`config.mk`:
```
export PLATFORM = sky130hd
export DESIGN_NAME = sample_interval_ctr
export DESIGN_NICKNAME = d
export VERILOG_FILES = /design/src/rtl/sic_pkg.sv /design/src/rtl/sic_lfsr.sv /design/src/rtl/sic_pri_ctr.sv /design/src/rtl/sic_sec_ctr.sv /design/src/rtl/sample_interval_ctr.sv
export SDC_FILE = /design/constraint.sdc
export NUM_CORES = 1
export LEC_CHECK = 0
export ABC_AREA = 1
export BUFFER_PORTS_ARGS = -buffer_cell sky130_fd_sc_hd__buf_4
export CAP_MARGIN = 25
export CORE_AREA = 3 3 114 116
export DETAILED_ROUTE_END_ITERATION = 8
export DIE_AREA = 0 0 117 119
export RECOVER_POWER = 100
export SLEW_MARGIN = 20
export SYNTH_ARGS = -nofsm -noshare
export SYNTH_HDL_FRONTEND = slang
export SYNTH_SLANG_ARGS = --single-unit
```
`constraint.sdc`:
```
create_clock -name clk_i -period 2.4 [get_ports clk_i]
set_input_delay 0.12 -clock clk_i [delete_from_list [all_inputs] [get_ports clk_i]]
set_output_delay 0.12 -clock clk_i [all_outputs]
set_load 0.05 [all_outputs]
```
`src/rtl/sic_pkg.sv`:
```
package sic_pkg;
  localparam int WORD_W = 64;

  function automatic logic [7:0] lfsr8_next(input logic [7:0] q, input logic [7:0] taps);
    return {q[6:0], ^(q & taps)};
  endfunction
endpackage

```
`src/rtl/sic_lfsr.sv`:
```
module sic_lfsr #(
  parameter int          W    = 8,
  parameter logic [W-1:0] TAPS = 8'hB8,
  parameter logic [W-1:0] SEED = 8'hA5
) (
  input  logic         clk_i,
  input  logic         rst_ni,
  output logic [W-1:0] q_o
);
  logic [W-1:0] q_q;

  always_ff @(posedge clk_i or negedge rst_ni) begin
    if (!rst_ni) q_q <= SEED;
    else         q_q <= {q_q[W-2:0], ^(q_q & TAPS)};
  end

  assign q_o = q_q;

  AST_LFSR_NONZERO: assert property (@(posedge clk_i) disable iff (!rst_ni)
    q_q != '0);
endmodule

```
`src/rtl/sic_pri_ctr.sv`:
```
module sic_pri_ctr #(
  parameter int PRI_W = 32
) (
  input  logic             clk_i,
  input  logic             rst_ni,
  input  logic             step_i,
  input  logic             reload_i,
  input  logic             wr_i,
  input  logic [PRI_W-1:0] wr_val_i,
  input  logic [PRI_W-1:0] interval_i,
  output logic [PRI_W-1:0] cnt_o,
  output logic             expire_o
);
  logic [PRI_W-1:0] cnt_q, cnt_d;

  // count of one or zero expires on a strobe
  assign expire_o = step_i && (cnt_q[PRI_W-1:1] == '0);

  always_comb begin
    cnt_d = cnt_q;
    if (wr_i)          cnt_d = wr_val_i;
    else if (reload_i) cnt_d = interval_i;
    else if (expire_o) cnt_d = interval_i;
    else if (step_i)   cnt_d = cnt_q - 1'b1;
  end

  always_ff @(posedge clk_i or negedge rst_ni) begin
    if (!rst_ni) cnt_q <= '0;
    else         cnt_q <= cnt_d;
  end

  assign cnt_o = cnt_q;

  AST_PRI_DEC: assert property (@(posedge clk_i) disable iff (!rst_ni)
    (step_i && !wr_i && !reload_i && cnt_q > PRI_W'(1)) |=> cnt_q == $past(cnt_q) - 1'b1);
  AST_PRI_EXPIRE_RELOAD: assert property (@(posedge clk_i) disable iff (!rst_ni)
    (expire_o && !wr_i) |=> cnt_q == $past(interval_i));
endmodule

```
`src/rtl/sic_sec_ctr.sv`:
```
module sic_sec_ctr #(
  parameter int SEC_W = 8
) (
  input  logic             clk_i,
  input  logic             rst_ni,
  input  logic             step_i,
  input  logic             pri_expire_i,
  input  logic             rand_en_i,
  input  logic [SEC_W-1:0] jitter_i,
  input  logic             wr_i,
  input  logic [SEC_W-1:0] wr_val_i,
  output logic [SEC_W-1:0] cnt_o,
  output logic             fire_o
);
  logic [SEC_W-1:0] cnt_q, cnt_d;
  logic             active;
  logic             arm;

  assign active = cnt_q != '0;
  assign arm    = step_i && !active && pri_expire_i && rand_en_i;

  always_comb begin
    if (active)             fire_o = step_i && (cnt_q == SEC_W'(1));
    else if (pri_expire_i)  fire_o = !rand_en_i || (jitter_i == '0);
    else                    fire_o = 1'b0;
    fire_o = fire_o && step_i;
  end

  always_comb begin
    cnt_d = cnt_q;
    if (wr_i)                  cnt_d = wr_val_i;
    else if (step_i && active) cnt_d = cnt_q - 1'b1;
    else if (arm)              cnt_d = jitter_i;
  end

  always_ff @(posedge clk_i or negedge rst_ni) begin
    if (!rst_ni) cnt_q <= '0;
    else         cnt_q <= cnt_d;
  end

  assign cnt_o = cnt_q;

  AST_SEC_JITTER_LOAD: assert property (@(posedge clk_i) disable iff (!rst_ni)
    (arm && !wr_i) |=> cnt_q == $past(jitter_i));
  AST_SEC_LAST_STEP: assert property (@(posedge clk_i) disable iff (!rst_ni)
    (step_i && !wr_i && cnt_q == SEC_W'(1)) |=> cnt_q == '0);
  AST_SEC_ZERO_JITTER: assert property (@(posedge clk_i) disable iff (!rst_ni)
    (arm && !wr_i && jitter_i == '0) |=> cnt_q == '0);
endmodule

```
`src/rtl/sample_interval_ctr.sv`:
```
module sample_interval_ctr
  import sic_pkg::*;
#(
  parameter int          PRI_W    = 32,
  parameter int          SEC_W    = 8,
  parameter bit          HAS_RAND = 1'b1,
  parameter logic [7:0]  LFSR_SEED = 8'hA5,
  parameter logic [7:0]  LFSR_TAPS = 8'hB8
) (
  input  logic              clk_i,
  input  logic              rst_ni,
  input  logic              event_i,
  input  logic              prof_en_i,
  input  logic              rand_mode_i,
  input  logic [PRI_W-1:0]  interval_i,
  input  logic              wr_en_i,
  input  logic [WORD_W-1:0] wr_data_i,
  output logic [WORD_W-1:0] rd_data_o,
  output logic              sample_o
);
  localparam int SEC_LSB = WORD_W - SEC_W;
  localparam int PAD_W   = SEC_LSB - PRI_W;

  logic             en_q;
  logic             sample_q;
  logic [PRI_W-1:0] pri_cnt;
  logic [SEC_W-1:0] sec_cnt;
  logic             pri_expire;
  logic             fire;
  logic             reload;
  logic             step;
  logic             unused_pad;

  assign unused_pad = ^wr_data_i[SEC_LSB-1:PRI_W];

  assign reload = prof_en_i && !en_q && (pri_cnt == '0) && !wr_en_i;
  assign step   = prof_en_i && event_i && !wr_en_i && !reload;

  sic_pri_ctr #(.PRI_W(PRI_W)) u_pri (
    .clk_i      (clk_i),
    .rst_ni     (rst_ni),
    .step_i     (step),
    .reload_i   (reload),
    .wr_i       (wr_en_i),
    .wr_val_i   (wr_data_i[PRI_W-1:0]),
    .interval_i (interval_i),
    .cnt_o      (pri_cnt),
    .expire_o   (pri_expire)
  );

  generate
    if (HAS_RAND) begin : g_rand
      logic [SEC_W-1:0] lfsr_q;
      logic [SEC_W-1:0] jitter;

      sic_lfsr #(.W(SEC_W), .TAPS(LFSR_TAPS), .SEED(LFSR_SEED)) u_lfsr (
        .clk_i  (clk_i),
        .rst_ni (rst_ni),
        .q_o    (lfsr_q)
      );

      assign jitter = lfsr_q - SEC_W'(1);

      sic_sec_ctr #(.SEC_W(SEC_W)) u_sec (
        .clk_i        (clk_i),
        .rst_ni       (rst_ni),
        .step_i       (step),
        .pri_expire_i (pri_expire),
        .rand_en_i    (rand_mode_i),
        .jitter_i     (jitter),
        .wr_i         (wr_en_i),
        .wr_val_i     (wr_data_i[WORD_W-1:SEC_LSB]),
        .cnt_o        (sec_cnt),
        .fire_o       (fire)
      );
    end else begin : g_plain
      logic unused_rand;
      assign unused_rand = rand_mode_i ^ (^wr_data_i[WORD_W-1:SEC_LSB]);
      assign sec_cnt     = '0;
      assign fire        = pri_expire;
    end
  endgenerate

  always_ff @(posedge clk_i or negedge rst_ni) begin
    if (!rst_ni) begin
      en_q     <= 1'b0;
      sample_q <= 1'b0;
    end else begin
      en_q     <= prof_en_i;
      sample_q <= fire;
    end
  end

  assign rd_data_o = {sec_cnt, {PAD_W{1'b0}}, pri_cnt};
  assign sample_o  = sample_q;

  AST_WRITE_LOADS: assert property (@(posedge clk_i) disable iff (!rst_ni)
    wr_en_i |=> rd_data_o[PRI_W-1:0] == $past(wr_data_i[PRI_W-1:0]));
  AST_WRITE_NO_SAMPLE: assert property (@(posedge clk_i) disable iff (!rst_ni)
    wr_en_i |=> !sample_o);
  AST_ENABLE_RELOAD: assert property (@(posedge clk_i) disable iff (!rst_ni)
    reload |=> rd_data_o[PRI_W-1:0] == $past(interval_i));
  AST_IDLE_HOLD: assert property (@(posedge clk_i) disable iff (!rst_ni)
    (!prof_en_i && !wr_en_i) |=> $stable(rd_data_o));
  AST_IDLE_NO_SAMPLE: assert property (@(posedge clk_i) disable iff (!rst_ni)
    !prof_en_i |=> !sample_o);
endmodule

```
### Word-level counts from Yosys, hierarchy flattened

Cells that the tools add are included.

| cells by class | value |
|---|---|
| muxes and demuxes | 9 |
| reductions and logical operators | 26 |
| eq/ne operators | 1 |
| add/sub/neg operators | 3 |

Operators with widths:

| operator | number |
|---|---|
| $mux W32 | 4 |
| $logic_not A32 Y1 | 1 |
| $sub A32 B1 Y32 const B | 1 |
| $logic_not A31 Y1 | 1 |
| $mux W8 | 3 |
| $sub A8 B1 Y8 const B | 2 |
| $logic_and A1 B1 Y1 | 13 |
| $eq A8 B1 Y1 const B | 1 |
| $logic_not A8 Y1 | 1 |
| $reduce_bool A8 Y1 | 1 |
| $reduce_xor A8 Y1 | 1 |
| $logic_not A1 Y1 | 5 |
| $reduce_bool A4 Y1 | 1 |
| $reduce_bool A3 Y1 | 1 |
| $mux W1 | 2 |
| $logic_or A1 B1 Y1 | 1 |

| word-level totals | value |
|---|---|
| input port bits | 102 |
| register bits | 50 |
| word-level logic and storage cells | 44 |

### Logic depth before layout (Yosys ltp)

Gate-level depths: netlist of run 1.

| depth | value |
|---|---|
| depth after elaboration | 12 |
| mapped depth | 13 |

### Hierarchy

A second synthesis of run 1 with hierarchy kept.

| second synthesis, totals | value |
|---|---|
| cell total of the unflattened synthesis | 730 |
| area total of the unflattened synthesis | 4500.6 µm² |

Modules (own cells, without submodules):

| module | instances | cells an instance | area an instance (µm²) |
|---|---|---|---|
| sic_pri_ctr | 1 | 497 | 2847.7 |
| sic_sec_ctr | 1 | 125 | 834.6 |
| sample_interval_ctr | 1 | 83 | 541.8 |
| sic_lfsr | 1 | 25 | 276.5 |

### Worst setup path before layout of run 1

Ideal clock, no wire load.

| path | value |
|---|---|
| kind | reg2reg |
| start | reg u_pri.cnt_q[0], in the netlist u_pri.cnt_o[0] |
| end | reg u_pri.cnt_q[3], in the netlist u_pri.cnt_o[3] |
| setup slack | 0.211 ns |
| arrival | 2.070 ns |
| required time | 2.282 ns |
| clock period less this slack | 2.189 ns |
| setup time | 0.118 ns |
| stages on the path, launching flop included | 13 |
| cells stage by stage | dfrtp_1 > inv_1 > ha_1 > nand2_4 > nor2_8 > nand4_2 > nand4_2 > nand2_4 > buf_12 > nand2_4 > nand3_2 > nand2_1 > nand2_1 |

| on the way | value |
|---|---|
| longest elaborated chain between the ends | 9 |
| elaborated cells on any way between the ends | 12 |
| classes of those cells | add/sub (1); mux (4); reduce/logical (7) |

RTL lines:

| element | RTL line | RTL |
|---|---|---|
| from (decl) | sic_pri_ctr.sv:14 | `logic [PRI_W-1:0] cnt_q, cnt_d;` |
| from (signal assigned) | sic_pri_ctr.sv:29 | `else cnt_q <= cnt_d;` |
| branches (longest 9 deep; another with $sub A32 B1 Y32) | - |  |

Several ways; the timed one is not identified. The select of a mux whose other input is x is not followed.
A chain may end at the register's enable or synchronous reset.

### Worst setup path after layout of run 1

| path | value |
|---|---|
| start | reg u_pri.cnt_q[0], in the netlist u_pri.cnt_o[0] |
| end | reg u_pri.cnt_q[18], in the netlist u_pri.cnt_o[18] |

Same word-level chain as after synthesis.

==> run metrics, run 1 <==
post-layout min period 2.19 ns; DRT antenna net count 0; critical path cell sequence inv_1, ha_1, nand2_4, nor2_8, nand2_4, nor3_2, nand3_2, nand2_4, buf_6, nand2_4, nand3_2, nand2_1, nand2_1; Top FF cell, synth dfrtp_1; clk slew on worst S/H paths 0.07 ns; Area contributors post-synth dfrtp_1 24%, nand2_1 14%, nand2_4 8.1%, nand3_1 7.7%, nand3_2 6.9%; WL/cell 14.0 um; via-per-instance ratio 4.88; Worst path max stage delay 0.44 ns; Slew @ Worst Pin 1.28 ns; crit-path most repeated cell nand2_4; critical path launch point type flop; peak supply drop 260 uV; vias in the first global route 4446; Final Skew 0.00753 ns; die area 13900 um2; num ports 167; worst r2r dst u_pri.cnt_o[18]$_DFFE_PN0P_; worst hold path type input port to flop; FF-to-FF setup slack 0.21 ns; sequential share of the synthesized area 26.4%; Avg Cell Area, Syn 7.12 um2; Unique masters post-synth 31; status finished, final reports clean; DRC 0; Yosys reg bits 50; asr flop ratio synth 100%; htree depth 2; input/output buffers 118; ANT cells 0; Setup violations, final 0; placed cells 923; post-synth top area share 24.2%; Setup crit start u_pri.cnt_o[0]$_DFFE_PN0P_; CTS tree built; Layout Nets 894; Highest Clock Rate 0.457 GHz; Setup TNS Final 0 ns; Num CTS Buffers 5; number of DRC markers after the initial detailed-route iteration 307; die width 117 um; clk_lat worst skew 0.29 ns; GRT Total Usage 18.9%; arrival time at the worst endpoint 2.42 ns; Reg2Reg Launch Point u_pri.cnt_o[0]$_DFFE_PN0P_; critical path class flop to flop; TritonCTS Sinks 50; Final Non-Filler Cells 933; Final Max Slew Viols 0; Cell Area, Placed 5720 um2; Fillers 1270; CP endpoint kind flop; Remaining Overflow, GRT 0; critical path endpoint u_pri.cnt_o[18]$_DFFE_PN0P_; post-synth top area cell dfrtp_1; core box area 12000 um2; Lkg Pwr 0.00308 uW; Slowest-stage cell, CP dfrtp_1; Max-Cap Viols 0; antenna violations before repair 0; dpl hpwl 10100 um; die height 119 um; drt pass-1 iters 6; clock tree buffer depth 2; yosys warns 0; PwrDens 571 nW/um2; num rows 40; vias 4551; layout overhead on the synthesized area 21.6%; RSZ-0062 raised after global routing false; global-route wire length before repair 21500 um; commonest non-fill, non-tap cell in the layout nand2_1; GPL Wtd Cong 0.905; most frequent cells in the layout 177 x nand2_1, 87 x buf_4, 73 x nand3_1, 67 x nor2_1, 56 x inv_1; CP required 2.63 ns; final hold viol count 0; pin count of the biggest net entering global routing 77; Total Wirelength 13000 um; Initial Utilization 39.6%; fin area 5780 um2; Cell Area, Synth 4750 um2; layout cells sized above 1 24.6%; Worst R2R Path Depth 13; critical-path maximum fanout 16; Slew HR 14.9%; final period utilization 91.1%; Post-Syn Instances 668; number of flops mapped to enable cells by yosys 0; clock root buffer clkbuf_16
## synthesized netlist by cell type (3+ instances only)
cell,number
nand3_1,73
or2_2,8
inv_1,57
xnor2_1,18
nand2_1,177
buf_12,3
nor2_2,6
ha_1,7
nand2_4,34
o21ai_0,34
buf_2,13
nor2_1,67
nand4_1,15
nand4_2,3
inv_2,3
buf_4,24
dfrtp_1,46
clkbuf_1,8
dfstp_2,4
xor2_1,21
nand3_2,33
## routing by layer
metal | GRT usage (%) | routed length, um
met1 | 27.3 | 6110
met2 | 30.3 | 6060
met3 | 2.18 | 686
met4 | 3.73 | 159
met5 | 0 | 0
## state kept, by name, summed over array words and instances, names as in the netlist
register and count:
en_q 1, g_rand.u_lfsr.q_o 8, g_rand.u_sec.cnt_o 8, sample_o 1, u_pri.cnt_o 32
## cells by family (layout without fill, tap and decap cells)
logic type	after synthesis	after routing	share of synthesized area, %
simple gates	428	428	48.9
buf+inv	108	203	11.8
flops	50	50	26.4
xor+xnor	39	39	7.19
compound gates	35	35	3.74
fa+ha+maj	7	7	1.84
other cells	1	24	0.0789
## worst min-delay path by stage
stage	slack (ns)	end	from	depth (start not counted)
6_report	0.11	u_pri.cnt_o[10]$_DFFE_PN0P_	interval_i[10]	5
5_1_grt	0.13	u_pri.cnt_o[12]$_DFFE_PN0P_	interval_i[12]	5
3_5_place_dp	0.20	u_pri.cnt_o[13]$_DFFE_PN0P_	rst_ni	1
4_1_cts	0.11	u_pri.cnt_o[8]$_DFFE_PN0P_	interval_i[8]	5
2_1_floorplan	-0.18	en_q$_DFF_PN0_	rst_ni	0
3_3_place_gp	0.19	u_pri.cnt_o[13]$_DFFE_PN0P_	rst_ni	1
## layout make-up
class,instances,area (um2),area share (%)
clock buffers,6,139,2.40
multi-input cells,533,3030,52.4
well taps,147,184,3.18
flip-flops and latches,50,1260,21.7
repair buffers,135,887,15.3
clock inverters,2,60.1,1.04
inverters,60,225,3.90
## metrics by stage
step	utilization, %	hold WS (ns)	setup slack, ns	total power [uW]
final	48.1	0.110	0.213	3300
after global routing	48.1	0.128	0.0341	3500
after CTS	49.5	0.109	0.208	3430
after detailed placement	47.7	0.197	0.236	2460
after global placement	47.7	0.194	0.262	2440
after floorplan	-	-0.176	0.211	2030
## where the power goes
part           total, uW  leakage [uW]  internal [uW]  switching [uW]
logic               1260       0.00239            371             887
registers           1090      0.000597            937             157
clock network        952     0.0000971            626             326
total               3300       0.00308           1930            1370
## worst max-delay path: cells and delay by family (launching register included)
kind / cells / cell delay (ns)
AND/OR/NAND/NOR: 10 / 1.03
flip-flops: 1 / 0.44
buffers and inverters: 2 / 0.42
adder cells (fa/ha/maj): 1 / 0.22
## what timing repair did
| item | 4_1_cts | 5_1_grt |
|---|---|---|
| resized for setup | 0 | 1 |
| hold buffers | 2 | 0 |
| endpoints found under the setup margin | 0 | 2 |
| setup buffers | 0 | 0 |
| hold endpoints to repair | 47 | 0 |
(Power assumes the default switching activity.)
==> run 2: changes to the inputs <==
--- a/config.mk
+++ b/config.mk
@@ -8,10 +8,13 @@
 export ABC_AREA = 1
 export BUFFER_PORTS_ARGS = -buffer_cell sky130_fd_sc_hd__buf_4
 export CAP_MARGIN = 25
-export CORE_AREA = 3 3 114 116
+export CORE_AREA = 3 3 107 109
 export DETAILED_ROUTE_END_ITERATION = 8
-export DIE_AREA = 0 0 117 119
+export DIE_AREA = 0 0 110 112
+export GPL_TIMING_DRIVEN = 1
+export PLACE_DENSITY = 0.72
 export RECOVER_POWER = 100
+export SKIP_CTS_REPAIR_TIMING = 1
 export SLEW_MARGIN = 20
 export SYNTH_ARGS = -nofsm -noshare
 export SYNTH_HDL_FRONTEND = slang
==> run metrics, run 2 (synthesized netlist as in run 1, its figures left out) <==
vias in the first global route 4370 (was 4446); antenna violations before repair 0 (unchanged); Num CTS Buffers 5 (unchanged); dpl hpwl 10200 um (was 10100 um); PwrDens 527 nW/um2 (was 571 nW/um2); layout cells sized above 1 23.9% (was 24.6%); Slew HR 13.5% (was 14.9%); Fillers 1117 (was 1270); clk_lat worst skew 0.31 ns (was 0.29 ns); DRT antenna net count 0 (unchanged); status finished, final reports clean (unchanged); Max-Cap Viols 0 (unchanged); number of DRC markers after the initial detailed-route iteration 211 (was 307); FF-to-FF setup slack 0.26 ns (was 0.21 ns); peak supply drop 346 uV (was 260 uV); pin count of the biggest net entering global routing 51 (was 77); Slew @ Worst Pin 1.30 ns (was 1.28 ns); RSZ-0062 raised after global routing false (unchanged); Setup violations, final 0 (unchanged); input/output buffers 118 (unchanged); Worst R2R Path Depth 13 (unchanged); GRT Total Usage 21.1% (was 18.9%); core box area 10700 um2 (was 12000 um2); DRC 0 (unchanged); Initial Utilization 44.4% (was 39.6%); Reg2Reg Launch Point u_pri.cnt_o[0]$_DFFE_PN0P_ (unchanged); critical-path maximum fanout 17 (was 16); Total Wirelength 12900 um (was 13000 um); clock root buffer clkbuf_8 (was clkbuf_16); CTS tree built (unchanged); layout overhead on the synthesized area 19.2% (was 21.6%); die area 12300 um2 (was 13900 um2); GPL Wtd Cong 0.915 (was 0.905); final hold viol count 0 (unchanged); Hold Crit Depth 5 (unchanged); vias 4548 (was 4551); via-per-instance ratio 4.91 (was 4.88); clock tree buffer depth 2 (unchanged); critical path launch point type flop (unchanged); num rows 38 (was 40); worst hold path type input port to flop (unchanged); arrival time at the worst endpoint 2.39 ns (was 2.42 ns); Hold Path Origin interval_i[27] (was interval_i[10]); TritonCTS Sinks 50 (unchanged); num ports 167 (unchanged); Final Max Slew Viols 0 (unchanged); htree depth 2 (unchanged); drt pass-1 iters 5 (was 6); clk slew on worst S/H paths 0.09 ns (was 0.07 ns); global-route wire length before repair 21100 um (was 21500 um); commonest non-fill, non-tap cell in the layout nand2_1 (unchanged); worst r2r dst u_pri.cnt_o[8]$_DFFE_PN0P_ (was u_pri.cnt_o[18]$_DFFE_PN0P_); Hold EP u_pri.cnt_o[27]$_DFFE_PN0P_ (was u_pri.cnt_o[10]$_DFFE_PN0P_); CP endpoint kind flop (unchanged); critical path class flop to flop (unchanged); CP required 2.65 ns (was 2.63 ns); post-layout min period 2.14 ns (was 2.19 ns); Remaining Overflow, GRT 0 (unchanged); Final Power 2980 uW (was 3300 uW); most frequent cells in the layout 180 x nand2_1, 87 x buf_4, 74 x nand3_1, 67 x nor2_1, 56 x inv_1 (was 177 x nand2_1, 87 x buf_4, 73 x nand3_1, 67 x nor2_1, 56 x inv_1); Lkg Pwr 0.00302 uW (was 0.00308 uW); Setup TNS Final 0 ns (unchanged); WL/cell 14.0 um (about the same); Layout Nets 894 (unchanged); max reg flops 32 (unchanged); Final Skew 0.0143 ns (was 0.00753 ns); Highest Clock Rate 0.467 GHz (was 0.457 GHz); die height 112 um (was 119 um); final period utilization 89.3% (was 91.1%); die width 110 um (was 117 um); ANT cells 0 (unchanged)
[run 2: worst max path at each step]
stage / slack, ns / startpoint / endpoint
detailed placement: 0.21 / u_pri.cnt_o[0]$_DFFE_PN0P_ / u_pri.cnt_o[14]$_DFFE_PN0P_
finish: 0.26 / u_pri.cnt_o[0]$_DFFE_PN0P_ / u_pri.cnt_o[8]$_DFFE_PN0P_
global placement: 0.26 / u_pri.cnt_o[0]$_DFFE_PN0P_ / u_pri.cnt_o[24]$_DFFE_PN0P_
CTS: 0.20 / u_pri.cnt_o[0]$_DFFE_PN0P_ / u_pri.cnt_o[25]$_DFFE_PN0P_
floorplan: 0.21 / u_pri.cnt_o[0]$_DFFE_PN0P_ / u_pri.cnt_o[3]$_DFFE_PN0P_
global route: 0.05 / u_pri.cnt_o[0]$_DFFE_PN0P_ / u_pri.cnt_o[8]$_DFFE_PN0P_
[run 2: per-layer routing]
metal | vias to the layer above | track usage (%) | part of all wire [%]
met5 | - | 0 | 0
met3 | 10 | 2.26 | 5.8
met2 | 125 | 35.6 | 49
li1 | 2314 | - | -
met4 | 0 | 3.91 | 1.1
met1 | 2099 | 29.3 | 44
[run 2: worst max-delay path, stage by stage, from the launching register on]
cell,delay [ns]
dfrtp_1,0.45
inv_1,0.11
ha_1,0.22
nand2_4,0.10
nor2_8,0.18
nand2_4,0.09
nor3_2,0.12
nand3_1,0.18
nand2_4,0.16
buf_12,0.22
nand2_1,0.09
nand3_2,0.06
nand2_1,0.05
nand2_1,0.06
[run 2: area by class of cell]
| cell class | count | area, um2 | share of cell area, % |
|---|---|---|---|
| clock buffer | 7 | 86.3 | 1.52 |
| inverter | 60 | 225 | 3.98 |
| multi-input combinational | 533 | 3000 | 52.9 |
| tap | 140 | 175 | 3.09 |
| sequential | 50 | 1260 | 22.2 |
| clock inverter | 1 | 30.0 | 0.530 |
| timing repair buffer | 135 | 896 | 15.8 |
[run 2: stage by stage]
stage / hold WS (ns) / cell area, um2 / std cells / worst slack (ns) / util, %
after global placement: 0.189 / 5720 / 916 / 0.265 / 53.4
after floorplan: -0.176 / 4840 / 691 / 0.211 / -
final: 0.100 / 5660 / 926 / 0.257 / 52.9
after CTS: -0.146 / 5830 / 924 / 0.197 / 54.5
after global routing: 0.101 / 5660 / 926 / 0.0538 / 52.9
after detailed placement: 0.199 / 5720 / 916 / 0.214 / 53.4
[run 2: where the power goes]
| part | internal (uW) | total (uW) | leakage (uW) | switching (uW) |
|---|---|---|---|---|
| Combinational | 369 | 1250 | 0.00236 | 879 |
| Clock | 341 | 640 | 0.0000585 | 299 |
| Sequential | 936 | 1100 | 0.000597 | 159 |
| Total | 1650 | 2980 | 0.00302 | 1340 |
==> run 3: changes to the inputs <==
--- a/config.mk
+++ b/config.mk
@@ -9,6 +9,7 @@
 export BUFFER_PORTS_ARGS = -buffer_cell sky130_fd_sc_hd__buf_4
 export CAP_MARGIN = 25
 export CORE_AREA = 3 3 107 109
+export CTS_CLUSTER_SIZE = 20
 export DETAILED_ROUTE_END_ITERATION = 8
 export DIE_AREA = 0 0 110 112
 export GPL_TIMING_DRIVEN = 1
==> constraint.sdc (replaced) <==
create_clock -name clk_i -period 2.1 [get_ports clk_i]
set_input_delay 0.105 -clock clk_i [delete_from_list [all_inputs] [get_ports clk_i]]
set_output_delay 0.105 -clock clk_i [all_outputs]
set_load 0.05 [all_outputs]
==> run metrics, run 3 (synthesized netlist as in run 1, its figures left out) <==
peak supply drop 319 uV (was 346 uV); Slew @ Worst Pin 1.31 ns (was 1.30 ns); DRT antenna net count 0 (unchanged); WL/cell 14.7 um (was 14.0 um); Highest Clock Rate 0.496 GHz (was 0.467 GHz); arrival time at the worst endpoint 2.24 ns (was 2.39 ns); die width 110 um (unchanged); vias in the first global route 4583 (was 4370); Slew HR 12.5% (was 13.5%); Layout Nets 912 (was 894); Comb power frac 43.6% (was 41.8%); final hold viol count 0 (unchanged); vias 4721 (was 4548); clock tree buffer depth 2 (unchanged); Lkg Pwr 0.00322 uW (was 0.00302 uW); die area 12300 um2 (unchanged); critical path class flop to flop (unchanged); GPL Wtd Cong 0.960 (was 0.915); most frequent cells in the layout 177 x nand2_1, 113 x buf_4, 71 x nand3_1, 56 x inv_1, 56 x nor2_1 (was 180 x nand2_1, 87 x buf_4, 74 x nand3_1, 67 x nor2_1, 56 x inv_1); layout cells sized above 1 30.6% (was 23.9%); Max-Cap Viols 0 (unchanged); critical path endpoint u_pri.cnt_o[10]$_DFFE_PN0P_ (was u_pri.cnt_o[8]$_DFFE_PN0P_); Final Non-Filler Cells 944 (was 926); TritonCTS Sinks 50 (unchanged); placed cells 928 (was 916); Remaining Overflow, GRT 0 (unchanged); Post-Place Setup Slack 0.0465 ns (was 0.214 ns); input/output buffers 118 (unchanged); core box area 10700 um2 (unchanged); critical path cell sequence inv_1, ha_2, nand2_4, nor2_8, buf_12, nand4_4, nand4_4, nand2_8, clkbuf_16, nand2_4, nand3_2, nand2_1, nand2_1 (was inv_1, ha_1, nand2_4, nor2_8, nand2_4, nor3_2, nand3_1, nand2_4, buf_12, nand2_1, nand3_2, nand2_1, nand2_1); clock root buffer clkbuf_8 (unchanged); via-per-instance ratio 5.00 (was 4.91); Total Wirelength 13900 um (was 12900 um); Num CTS Buffers 5 (unchanged); DRC 0 (unchanged); worst hold path type input port to flop (unchanged); Worst Setup Slack, final 0.0836 ns (was 0.257 ns); die height 112 um (unchanged); antenna violations before repair 0 (unchanged); commonest non-fill, non-tap cell in the layout nand2_1 (unchanged); final period utilization 96.0% (was 89.3%); Worst R2R Path Depth 13 (unchanged); switching share of power 45.6% (was 44.8%); Sw Pwr 1610 uW (was 1340 uW); num rows 38 (unchanged); Initial Utilization 44.4% (unchanged); layout overhead on the synthesized area 27.5% (was 19.2%); num ports 167 (unchanged); Flop pwr share 35.5% (was 36.7%); pin count of the biggest net entering global routing 51 (unchanged); FF-to-FF setup slack 0.08 ns (was 0.26 ns); CP required 2.32 ns (was 2.65 ns); RSZ-0062 raised after global routing true (was false); Final Skew 0.0103 ns (was 0.0143 ns); critical-path maximum fanout 7 (was 17); Setup violations, final 0 (unchanged); Pint 1920 uW (was 1650 uW); Fillers 1049 (was 1117); Setup crit start u_pri.cnt_o[0]$_DFFE_PN0P_ (unchanged); global-route wire length before repair 21800 um (was 21100 um); GRT Total Usage 21.8% (was 21.1%); CP endpoint kind flop (unchanged); number of DRC markers after the initial detailed-route iteration 225 (was 211); clk slew on worst S/H paths 0.10 ns (was 0.09 ns); max reg flops 32 (unchanged); Worst path max stage delay 0.42 ns (was 0.45 ns); htree depth 2 (unchanged); Reg2Reg Launch Point u_pri.cnt_o[0]$_DFFE_PN0P_ (unchanged); Final Max Slew Viols 0 (unchanged); worst r2r dst u_pri.cnt_o[10]$_DFFE_PN0P_ (was u_pri.cnt_o[8]$_DFFE_PN0P_); Slowest-stage cell, CP dfrtp_2 (was dfrtp_1); CTS tree built (unchanged); clk_lat worst skew 0.32 ns (was 0.31 ns); status finished, final reports clean (unchanged); drt pass-1 iters 4 (was 5); critical path launch point type flop (unchanged); dpl hpwl 10300 um (was 10200 um); Clock Power Share 20.9% (was 21.5%); ANT cells 0 (unchanged); Layout Utilization 56.6% (was 52.9%); post-layout min period 2.02 ns (was 2.14 ns); PwrDens 583 nW/um2 (was 527 nW/um2)
run 3: cell count changes in the layout (fill, tap and decap cells not counted), sizes merged:
cell,previous run,this run
clkinv,0,1
nand3,106,107
buf,90,119
clkbuf,50,36
inv,60,61
run 3: area by class of cell:
type / count / area (um2) / area share, %
sequential: 50 / 1260 / 20.8
clock buffer: 5 / 68.8 / 1.14
multi-input combinational: 534 / 3160 / 52.1
timing repair buffer: 152 / 1130 / 18.6
inverter: 60 / 225 / 3.72
clock inverter: 3 / 43.8 / 0.723
tap: 140 / 175 / 2.89
run 3: routing by layer:
layer | vias up | wire length, um | GRT usage (%)
met1 | 2206 | 6160 | 30.0
met5 | - | 0 | 0
met2 | 145 | 6810 | 36.7
met4 | 0 | 180 | 4.24
li1 | 2354 | - | -
met3 | 16 | 743 | 2.67
run 3: worst min-delay path by stage:
stage	from	to	cells past startpoint
floorplan	rst_ni	en_q$_DFF_PN0_	0
global placement	rst_ni	u_pri.cnt_o[13]$_DFFE_PN0P_	1
detailed placement	rst_ni	u_pri.cnt_o[13]$_DFFE_PN0P_	1
CTS	rst_ni	u_pri.cnt_o[23]$_DFFE_PN0P_	1
global route	interval_i[9]	u_pri.cnt_o[9]$_DFFE_PN0P_	5
finish	interval_i[9]	u_pri.cnt_o[9]$_DFFE_PN0P_	5
run 3: through the flow:
stage | power (uW) | cell area [um2] | setup TNS, ns | hold WS [ns]
finish | 3530 | 6060 | 0 | 0.0685
global route | 3740 | 6060 | -0.238 | 0.0695
CTS | 3580 | 5910 | 0 | -0.169
detailed placement | 2840 | 5800 | 0 | 0.185
global placement | 2810 | 5800 | 0 | 0.173
floorplan | 2330 | 4840 | 0 | -0.191
run 3: critical path, delay by kind of cell, from the launching register on:
family,cells,cell delay (ns)
buffers and inverters,3,0.42
DFF,1,0.42
adders and majority gates,1,0.22
and+or+nand+nor,9,0.85
run 3: power by group through the flow:
stage	clock network (uW)	logic [uW]	registers (uW)
2_1_floorplan	0	715	1610
3_3_place_gp	0	1550	1260
3_5_place_dp	0	1570	1260
4_1_cts	753	1580	1250
5_1_grt	797	1670	1270
6_report	737	1540	1250
